`config.mk`:
```
export PLATFORM = sky130hd
export DESIGN_NAME = presc_tick
export DESIGN_NICKNAME = d
export VERILOG_FILES = /design/src/rtl/presc_pkg.sv /design/src/rtl/ratio_buffer.sv /design/src/rtl/div_counter.sv /design/src/rtl/presc_tick.sv
export SDC_FILE = /design/constraint.sdc
export NUM_CORES = 1
export LEC_CHECK = 0
export BUFFER_PORTS_ARGS = -buffer_cell sky130_fd_sc_hd__clkbuf_2
export CAP_MARGIN = 30
export CORE_ASPECT_RATIO = 0.5
export CORE_MARGIN = 3
export CORE_UTILIZATION = 56
export CTS_CLUSTER_DIAMETER = 200
export CTS_CLUSTER_SIZE = 20
export DETAILED_ROUTE_END_ITERATION = 8
export GPL_TIMING_DRIVEN = 0
export PLACE_DENSITY_LB_ADDON = 0.08
export SLEW_MARGIN = 0
export SYNTH_ARGS = -nofsm -noshare
export SYNTH_HDL_FRONTEND = slang
export SYNTH_SLANG_ARGS = --single-unit
```
`constraint.sdc`:
```
create_clock -name clk -period 2.95 [get_ports clk]
set_clock_uncertainty 0.1 [all_clocks]
set_input_delay 0.295 -clock clk [delete_from_list [all_inputs] [get_ports clk]]
set_output_delay 0.295 -clock clk [all_outputs]
set_load 0.05 [all_outputs]
```
`src/rtl/presc_pkg.sv`:
```
package presc_pkg;
  // Default width of the ratio register and of the internal divider count.
  localparam int unsigned RATIO_W_DEF = 16;

  // Reached-limit test shared by the divider: a count at or past the limit ends a period.
  function automatic logic at_limit(input logic [31:0] cnt, input logic [31:0] lim);
    return cnt >= lim;
  endfunction
endpackage

```
`src/rtl/ratio_buffer.sv`:
```
module ratio_buffer #(
  parameter int unsigned W = presc_pkg::RATIO_W_DEF
) (
  input  logic         clk,
  input  logic         rst_n,
  input  logic         wr_en,
  input  logic [W-1:0] wr_data,
  input  logic         load,
  output logic [W-1:0] preload_q,
  output logic [W-1:0] active_q
);
  // Preload copy: written by software at any time.
  always_ff @(posedge clk or negedge rst_n) begin
    if (!rst_n)     preload_q <= '0;
    else if (wr_en) preload_q <= wr_data;
  end

  // Active copy: takes the preload value present before this edge's write.
  always_ff @(posedge clk or negedge rst_n) begin
    if (!rst_n)    active_q <= '0;
    else if (load) active_q <= preload_q;
  end

  p_write_r3: assert property (@(posedge clk) disable iff (!rst_n)
    wr_en |=> preload_q == $past(wr_data));
  p_hold_active_r4: assert property (@(posedge clk) disable iff (!rst_n)
    !load |=> $stable(active_q));
  p_load_old_r9: assert property (@(posedge clk) disable iff (!rst_n)
    load |=> active_q == $past(preload_q));
endmodule

```
`src/rtl/div_counter.sv`:
```
module div_counter #(
  parameter int unsigned W = presc_pkg::RATIO_W_DEF
) (
  input  logic         clk,
  input  logic         rst_n,
  input  logic         en,
  input  logic         restart,
  input  logic [W-1:0] limit,
  output logic         tick
);
  localparam logic [W-1:0] ONE = W'(1);

  logic [W-1:0] cnt_q;
  logic         reached;

  assign reached = presc_pkg::at_limit(32'(cnt_q), 32'(limit));
  assign tick    = en && !restart && reached;

  always_ff @(posedge clk or negedge rst_n) begin
    if (!rst_n)       cnt_q <= '0;
    else if (restart) cnt_q <= '0;
    else if (en)      cnt_q <= reached ? '0 : cnt_q + ONE;
  end

  p_tick_needs_en_r6: assert property (@(posedge clk) disable iff (!rst_n)
    tick |-> en);
  p_hold_when_off_r6: assert property (@(posedge clk) disable iff (!rst_n)
    (!en && !restart) |=> $stable(cnt_q));
  p_restart_zero_r5: assert property (@(posedge clk) disable iff (!rst_n)
    restart |=> cnt_q == '0);
  p_wrap_after_tick_r1: assert property (@(posedge clk) disable iff (!rst_n)
    tick |=> cnt_q == '0);
  p_no_tick_restart_r5: assert property (@(posedge clk) disable iff (!rst_n)
    restart |-> !tick);
endmodule

```
`src/rtl/presc_tick.sv`:
```
module presc_tick #(
  parameter int unsigned RATIO_W = presc_pkg::RATIO_W_DEF
) (
  input  logic               clk,
  input  logic               rst_n,
  input  logic               count_en,
  input  logic               reg_wr,
  input  logic [RATIO_W-1:0] reg_wdata,
  output logic [RATIO_W-1:0] reg_rdata,
  input  logic               upd_evt,
  input  logic               sw_upd,
  output logic               tick
);
  logic               any_update;
  logic [RATIO_W-1:0] preload;
  logic [RATIO_W-1:0] active;

  assign any_update = upd_evt | sw_upd;
  assign reg_rdata  = preload;

  ratio_buffer #(.W(RATIO_W)) u_buf (
    .clk       (clk),
    .rst_n     (rst_n),
    .wr_en     (reg_wr),
    .wr_data   (reg_wdata),
    .load      (any_update),
    .preload_q (preload),
    .active_q  (active)
  );

  div_counter #(.W(RATIO_W)) u_div (
    .clk     (clk),
    .rst_n   (rst_n),
    .en      (count_en),
    .restart (sw_upd),
    .limit   (active),
    .tick    (tick)
  );

  p_tick_quiet_off_r6: assert property (@(posedge clk) disable iff (!rst_n)
    !count_en |-> !tick);
  p_read_stable_r3: assert property (@(posedge clk) disable iff (!rst_n)
    !reg_wr |=> $stable(reg_rdata));
endmodule

```
# --- Word level (Yosys, flattened, before mapping) ---
# Cells that the tools add are included.
classes:
  add_sub_neg: 1
  multipliers: 0
  div: 0
  n_lt_le_gt_ge: 1
  n_eq_ne: 0
  shifts: 0
  muxes: 3
  bitwise: 1
  reduce_logical: 4
ops:
  columns: ["cell", "count"]
  rows:
  - ["two-way mux 16 bit", 3]
  - ["adder 16 x 1 -> 16 bit, second input constant", 1]
  - ["greater-or-equal comparator 16 bit", 1]
  - ["logical AND 1 bit", 2]
  - ["nonzero test 2 bit", 1]
  - ["logical NOT 1 bit", 1]
  - ["OR 1 bit", 1]
totals:
  register_bits: 48
  latchBits: 0
  mem_bits_rw: 0
  romBits: 0
  in_bits: 22
  out_inout_bits: 17
  word_cells: 13
  n_memories: 0

# --- Depth between registers and ports, before layout ---
# Gate-level depths: netlist of the first run.
depth:
  word_depth: 4
  ltp_mapped: 9
  ltp_nobuf: 8

# --- Hierarchy ---
# A second synthesis of the first run with hierarchy kept.
hier_totals:
  hier_cells: 222
  area_unflattened_um2: 2591.2
modules_own_cells:
  columns: ["module", "instances", "cells_per_inst", "area_per_inst_um2"]
  rows:
  - ["ratio_buffer", 1, 68, 1298.7]
  - ["div_counter", 1, 153, 1286.2]
  - ["presc_tick", 1, 1, 6.3]

# --- Worst setup path after synthesis of the first run ---
# OpenSTA, ideal clock, no wires.
synth_path:
  path_kind: "reg2out"
  start: "reg u_div.cnt_q[13]"
  end: "out tick"
  arrival_ps: 2388
  slack_ps: 167
  stages_incl_launch_ff: 7
  path_buffers: 0
  path_cell_list: "dfrtp_1 -> ha_1 -> nand2_1 -> nor4_2 -> or4b_4 -> and3_2 -> nor2_1"
synth_between:
  elab_chain_cells: 2
synth_rtl:
  columns: ["element", "line", "rtl"]
  rows:
  - ["start, declared", "div_counter.sv:13", "logic [W-1:0] cnt_q;"]
  - ["start signal, assigned", "div_counter.sv:22", "else if (en) cnt_q <= reached ? '0 : cnt_q + ONE;"]
  - ["greater-or-equal comparator 16 bit", "presc_pkg.sv:7", "return cnt >= lim;"]
  - ["logical AND 1 bit", "div_counter.sv:17", "assign tick = en && !restart && reached;"]
  - ["end, declared", "presc_tick.sv:12", "output logic tick"]
# No other way between the ends.

# --- Worst setup path after layout of the first run ---
layout_path:
  start: "reg u_div.cnt_q[9]"
  end: "out tick"
# Same word-level chain as after synthesis.

==> results of run 1 <==
==> kinds of logic (layout without fill, tap and decap cells) <==
| logic type | Yosys count | in the layout | synth area share, % |
|---|---|---|---|
| buffers and inverters | 25 | 73 | 4.47 |
| multiplexers | 32 | 32 | 14.6 |
| AO/OA/AOI/OAI | 35 | 35 | 8.69 |
| flip-flops | 48 | 48 | 48.8 |
| adder cells (fa/ha/maj) | 17 | 17 | 8.64 |
| AND/OR/NAND/NOR | 66 | 66 | 14.7 |
==> power by group <==
| part | switching, mW | leakage [nW] | internal [mW] |
|---|---|---|---|
| combinational | 0.173 | 0.753 | 0.104 |
| clock | 0.235 | 0.0614 | 0.278 |
| sequential | 0.0374 | 0.593 | 0.711 |
| total | 0.445 | 1.41 | 1.09 |
==> worst min path at each step <==
| stage | start | endpoint | slack, ps |
|---|---|---|---|
| after global placement | u_buf.active_q[14] | u_buf.active_q[14] | 390 |
| after CTS | sw_upd | u_div.cnt_q[1] | 80 |
| after floorplan | rst_n | u_buf.active_q[0] | -100 |
| final | sw_upd | u_div.cnt_q[1] | 80 |
| after detailed placement | rst_n | u_div.cnt_q[4] | 130 |
| after global routing | sw_upd | u_div.cnt_q[1] | 90 |
==> worst max-delay path, cell delays in order, from the launching register on <==
cell and delay (ps):
dfrtp_2 450, ha_1 310, nand2_1 60, nor4_2 280, or4b_4 510, and3_2 230
nor2_1 110, buf_6 170
==> synth_stat cells <==
master     number
a21oi_1         9
nand2_1        15
and2_1          1
a41oi_1         1
and3_1          6
o21a_1          2
dfrtp_1        48
buf_2           1
o211ai_1        2
a22oi_1         1
a21o_1          3
a2111oi_0       1
o21ai_0         7
nand2b_1        3
or2_2           1
or4b_4          1
nor2_1          8
ha_1           17
clkbuf_1        3
or2b_1          1
nand4_1         3
and3_2          1
mux2_2         32
inv_1          19
nor4_2          1
buf_6           2
nor3_1          3
or3_1           5
a31oi_1         6
nand3_2         1
nor3b_1         2
and3_4          1
a21o_2          1
nand3_1        13
o21ai_1         2
==> area by class of cell <==
class	count	area share, %
repair buffers	40	7.95
plain buffers	6	1.35
flip-flops and latches	48	41.8
multi-input cells	150	39.9
clock buffers	6	2.87
inverters	19	2.48
clock inverters	2	1.35
well taps	54	2.34
==> layer usage <==
metal  vias to the layer above  track usage, %  part of all wire, %
met2                        48            30.5                   42
met3                         2            5.53                  6.3
met4                         0            4.08                 0.20
met1                       880            29.0                   51
li1                        888               -                    -
met5                         -               0                    0
==> stage by stage <==
| step | power [mW] | instance area (um2) | worst slack, ps | utilization [%] | hold WS (ps) |
|---|---|---|---|---|---|
| floorplan | 0.949 | 2460 | 167 | - | -101 |
| finish | 1.54 | 2880 | 130 | 70.9 | 84.6 |
| CTS | 1.55 | 2870 | 23.0 | 70.5 | 79.4 |
| global route | 1.61 | 2880 | 7.31 | 70.9 | 92.4 |
| global placement | 1.02 | 2710 | 358 | 66.8 | 389 |
| detailed placement | 1.04 | 2730 | 368 | 67.3 | 126 |
==> what timing repair did <==
| item | in CTS | in global routing |
|---|---|---|
| buffers inserted | 0 | 1 |
| hold buffers | 1 | 0 |
| resized for setup | 0 | 6 |
| endpoints found under the setup margin | 0 | 1 |
| endpoints found under the hold margin | 12 | 0 |
==> flip-flops by register name, indices dropped and copies added, names as in the netlist <==
signal           count
u_buf.preload_q     16
u_buf.active_q      16
u_div.cnt_q         16
==> summary.txt, run 1 <==
Status
  • Status: finished clean

Drt
  • Routed wire length: 4940 um
  • Antenna-violating nets left: 0
  • Via-to-Cell Ratio: 5.59
  • Via total after detailed routing: 1,818
  • Post-route DRC violation count: 0
  • 1st-iter DRT viols: 55
  • Mean routed wirelength per cell: 15.2 um
  • Router iterations before antenna repair: 4

Global route
  • Number of global-route vias before repair: 1,730
  • GRT Util Overall: 20.1%
  • Pin count of the biggest net entering global routing: 37
  • First-pass GRT wire length: 8050 um
  • Remaining Overflow, GRT: 0
  • Number of antenna violations at the first check in global routing: 0

Placement
  • Final weighted congestion of routability-driven global placement: 0.836
  • Placed wire-length estimate after detailed placement: 3770 um
  • IO buf count: 37
  • Placed insts: 315

Critical path
  • Worst setup endpoint: tick
  • R2r startpoint: u_div.cnt_q[9]
  • Reg2reg path depth: 8
  • Critical path data arrival time: 2420 ps
  • Largest driver fanout on the critical path: 4
  • Category of the worst setup path capture point: primary output
  • CP Launch Point: u_div.cnt_q[9]
  • Setup CP Type: reg -> out
  • Worst r2r dst: u_div.cnt_q[5]
  • Required time of the worst setup path: 2560 ps
  • Startpoint kind of the worst setup timing path: register
  • Internal reg-to-reg setup slack: 540 ps

Worst hold path
  • Hold crit path type: in -> reg
  • Number of stages on the worst hold path: 2

Clock tree
  • TritonCTS Buffers: 5
  • CTS max path bufs: 2
  • Clock latency at the later pin of the worst-skew pair: 300 ps
  • CTS root buf: clkbuf_8
  • TritonCTS clock tree: yes
  • Clock slew seen by the registers of the worst setup and hold paths: 90 ps
  • Max H-tree Level: 2
  • Clk sink count: 48

Timing
  • Final period util: 95.6%
  • Achievable clock frequency: 355 MHz
  • Final Hold Vio Count: 0
  • Final Setup Violations: 0
  • Aggregate negative setup slack: 0 ps
  • Max-slew headroom: 62.9%
  • Setup repair after global routing missed its margin: false
  • Final slew viol count: 0
  • Time the final worst path needs with I/O delays and setup: 2820 ps
  • Least-Margin Pin Slew: 557 ps

Finish
  • Multi-input combinational cell area: 0.00115 mm2
  • Area Growth Syn to Fin: 17.1%
  • Register area: 0.00120 mm2
  • Leading cell types in the layout, fill and taps excluded: dfrtp_1, clkbuf_2, mux2_2, inv_1, ha_1
  • Filler Cell Count: 307
  • Commonest non-fill, non-tap cell in the layout: dfrtp_1
  • Fraction of layout cells with a size suffix above 1: 33.6%
  • Number of non-filler instances in the completed layout: 325
  • Number of nets in the layout: 309
  • # diodes: 0

Die
  • Num rows: 16
  • Die Span X: 99.8 um
  • Core region area: 0.00406 mm2
  • Effective utilization at floorplan: 60.6%
  • Height of the chip: 52.9 um
  • Die Footprint: 0.00527 mm2
  • I/O pin count: 39

Synth
  • Top-area cell type share of the netlist area: 48.8%
  • Unique masters post-synth: 35
  • Cell type with the highest aggregate area in the netlist: dfrtp_1
  • Synthesis warning total: 0
  • Part of the Yosys area used for sequential elements: 48.8%
  • Register bit total from synthesis: 48
  • Mean Syn Cell Area: 11.0 um2
  • Top cells by area in the synthesized netlist: dfrtp_1, mux2_2, ha_1
  • Synthesized instance count: 223
  • Synthesized Nets: 262
  • Cell area after synthesis: 0.00246 mm2

Power
  • Total leakage power: 1.41 nW
  • Power per cell area: 534 mW/mm2
  • Worst-case vdd ir drop: 0.000473 V

Run
  • Maximum Capacitance Violations: 0
No activity file was read; power rests on OpenSTA's default activity.
==> inputs of run 2 (changes only) <==
--- a/config.mk
+++ b/config.mk
@@ -15,6 +15,7 @@
 export DETAILED_ROUTE_END_ITERATION = 8
 export GPL_TIMING_DRIVEN = 0
 export PLACE_DENSITY_LB_ADDON = 0.08
+export REMOVE_ABC_BUFFERS = 1
 export SLEW_MARGIN = 0
 export SYNTH_ARGS = -nofsm -noshare
 export SYNTH_HDL_FRONTEND = slang
==> run 2 against run 1 <==
  * Core utilization is 0.15 points higher
  * First-iteration DRC count is 1.8% higher
  * Die area stayed put
  * Sequential power hardly changed
  * Combinational power is 1% higher
  * Worst setup slack better by 8.5 ps
  * Wire length is 1.3% lower
  * Critical path depth stayed put
  * Non-clock buffer count is 2 lower
  * Flip-flop and latch count stayed put
  * Cell count is 0.62% lower
  * Highest routed layer unchanged
==> summary.txt, run 2 (synthesized netlist as in run 1, its figures left out) <==
Placement
  • Placed insts: 311 (-1.3%)
  • IO buf count: 38 (+2.7%)
  • Final weighted congestion of routability-driven global placement: 0.778 (-7.0%)
  • Pre-CTS setup slack: 350 ps (-17.8 ps)
  • Placed wire-length estimate after detailed placement: 3600 um (-4.5%)

Critical path
  • Worst r2r dst: u_div.cnt_q[7]
  • Reg2reg path depth: 8 (unchanged)
  • Required time of the worst setup path: 2560 ps (about the same)
  • Startpoint kind of the worst setup timing path: register
  • R2r startpoint: u_div.cnt_q[0]
  • Critical path data arrival time: 2420 ps (about the same)
  • Largest driver fanout on the critical path: 4 (unchanged)
  • Setup CP Type: reg -> out
  • Internal reg-to-reg setup slack: 520 ps (-20 ps)
  • Category of the worst setup path capture point: primary output

Die
  • Effective utilization at floorplan: 60.6% (unchanged)
  • I/O pin count: 39 (unchanged)
  • Num rows: 16 (unchanged)
  • Die Span X: 99.8 um (unchanged)
  • Die Footprint: 0.00527 mm2 (unchanged)
  • Height of the chip: 52.9 um (unchanged)
  • Core region area: 0.00406 mm2 (unchanged)

Power
  • Internal Power: 1.07 mW (-2.1%)
  • Total leakage power: 1.41 nW (+0.32%)
  • Worst-case vdd ir drop: 0.000368 V (-22%)
  • Power per cell area: 524 mW/mm2 (-1.8%)
  • Part of the power in the clock network: 32.1% (-1.2 points)
  • Fraction of power spent switching nets: 29.3% (+0.33 points)
  • Switching power: 0.443 mW (-0.51%)
  • Sequential share of power: 49.3% (+0.6 points)
  • Combinational power share: 18.6% (+0.6 points)

Timing
  • Achievable clock frequency: 356 MHz (+0.30%)
  • Aggregate negative setup slack: 0 ps (unchanged)
  • Time the final worst path needs with I/O delays and setup: 2810 ps (-8.51 ps)
  • Final Setup Violations: 0 (unchanged)
  • Final Hold Vio Count: 0 (unchanged)
  • Max-slew headroom: 68.2% (+5.3 points)
  • Final period util: 95.3% (-0.29 points)
  • Setup repair after global routing missed its margin: false
  • Least-Margin Pin Slew: 475 ps (-81.8 ps)
  • Final slew viol count: 0 (unchanged)
  • Minimum setup slack in the final design: 139 ps (+8.51 ps)

Worst hold path
  • Launch point of the worst hold path: sw_upd
  • Number of stages on the worst hold path: 2 (unchanged)
  • Hold worst-path end: u_div.cnt_q[1]
  • Hold crit path type: in -> reg

Drt
  • 1st-iter DRT viols: 56 (+1.8%)
  • Via total after detailed routing: 1,827 (+0.50%)
  • Router iterations before antenna repair: 4 (unchanged)
  • Via-to-Cell Ratio: 5.66 (+1.1%)
  • Mean routed wirelength per cell: 15.1 um (-0.70%)
  • Antenna-violating nets left: 0 (unchanged)
  • Routed wire length: 4880 um (-1.3%)
  • Post-route DRC violation count: 0 (unchanged)

Finish
  • Number of nets in the layout: 307 (-0.65%)
  • Commonest non-fill, non-tap cell in the layout: dfrtp_1
  • Area Growth Syn to Fin: 17.3%
  • Number of non-filler instances in the completed layout: 323 (-0.62%)
  • Biggest registers after layout: u_buf.active_q: 16 flops, u_buf.preload_q: 16 flops, u_div.cnt_q: 16 flops
  • Leading cell types in the layout, fill and taps excluded: dfrtp_1, clkbuf_2, mux2_2, inv_1, ha_1
  • Fraction of layout cells with a size suffix above 1: 34.6% (+0.99 points)
  • # diodes: 0 (unchanged)

Clock tree
  • Clock latency at the later pin of the worst-skew pair: 300 ps (about the same)
  • CTS max path bufs: 2 (unchanged)
  • Max H-tree Level: 2 (unchanged)
  • Clock slew seen by the registers of the worst setup and hold paths: 90 ps (about the same)
  • CTS root buf: clkbuf_8
  • TritonCTS Buffers: 5 (unchanged)
  • Clk sink count: 48 (unchanged)
  • TritonCTS clock tree: yes

Run
  • Maximum Capacitance Violations: 0 (unchanged)

Status
  • Status: finished clean

Global route
  • Number of antenna violations at the first check in global routing: 0 (unchanged)
  • First-pass GRT wire length: 8080 um (+0.34%)
  • GRT Util Overall: 20.0% (-0.065 points)
  • Number of global-route vias before repair: 1,658 (-4.2%)
  • Pin count of the biggest net entering global routing: 35 (-5.4%)
  • Remaining Overflow, GRT: 0 (unchanged)
==> run 2: worst max-delay path by stage <==
stage                    startpoint  endpoint  slack [ps]
finish               u_div.cnt_q[9]      tick         140
global route         u_div.cnt_q[8]      tick           4
CTS                 u_div.cnt_q[13]      tick          50
detailed placement  u_div.cnt_q[13]      tick         350
global placement    u_div.cnt_q[13]      tick         350
floorplan           u_div.cnt_q[13]      tick         170
==> run 2: power by group through the flow <==
stage | Sequential [mW] | Combinational (mW) | Clock (mW)
2_1_floorplan | 0.828 | 0.114 | 0
3_3_place_gp | 0.755 | 0.264 | 0
3_5_place_dp | 0.760 | 0.275 | 0
4_1_cts | 0.746 | 0.277 | 0.496
5_1_grt | 0.754 | 0.309 | 0.518
6_report | 0.746 | 0.281 | 0.485
==> run 2: final cells by class <==
class	count	area (um2)
inverters	19	71.3
repair buffers	44	256
fillers	301	1180
clock inverters	3	47.5
clock buffers	5	68.8
multi-input cells	150	1170
flip-flops and latches	48	1200
well taps	54	67.6
==> run 2: critical path, cell delays in order, from the launching register on <==
cell	delay, ps
dfrtp_2	460
ha_4	280
nand2_1	80
nor4_4	290
or4b_4	510
and3_2	220
nor2_1	110
buf_6	170
==> run 2: what timing repair did <==
action | CTS | global route
hold buffers | 1 | 0
setup buffers | 0 | 3
endpoints found under the setup margin | 1 | 1
pin swaps | 0 | 1
endpoints found under the hold margin | 14 | 0
resized for setup | 1 | 6
==> run 2: layer usage <==
layer	vias up	GRT usage, %	wire, um
li1	884	-	-
met1	877	29.8	2390
met2	61	29.9	2100
met3	5	4.87	365
met4	0	3.40	25
met5	-	0	0
==> run 2: metrics by stage <==
stage	instance area [um2]	total power [mW]	hold slack, ps	utilization (%)
floorplan	2420	0.942	-101	-
global placement	2680	1.02	389	65.9
detailed placement	2710	1.03	144	66.6
CTS	2840	1.52	78.3	69.8
global route	2890	1.58	103	71.1
finish	2890	1.51	84.0	71.1
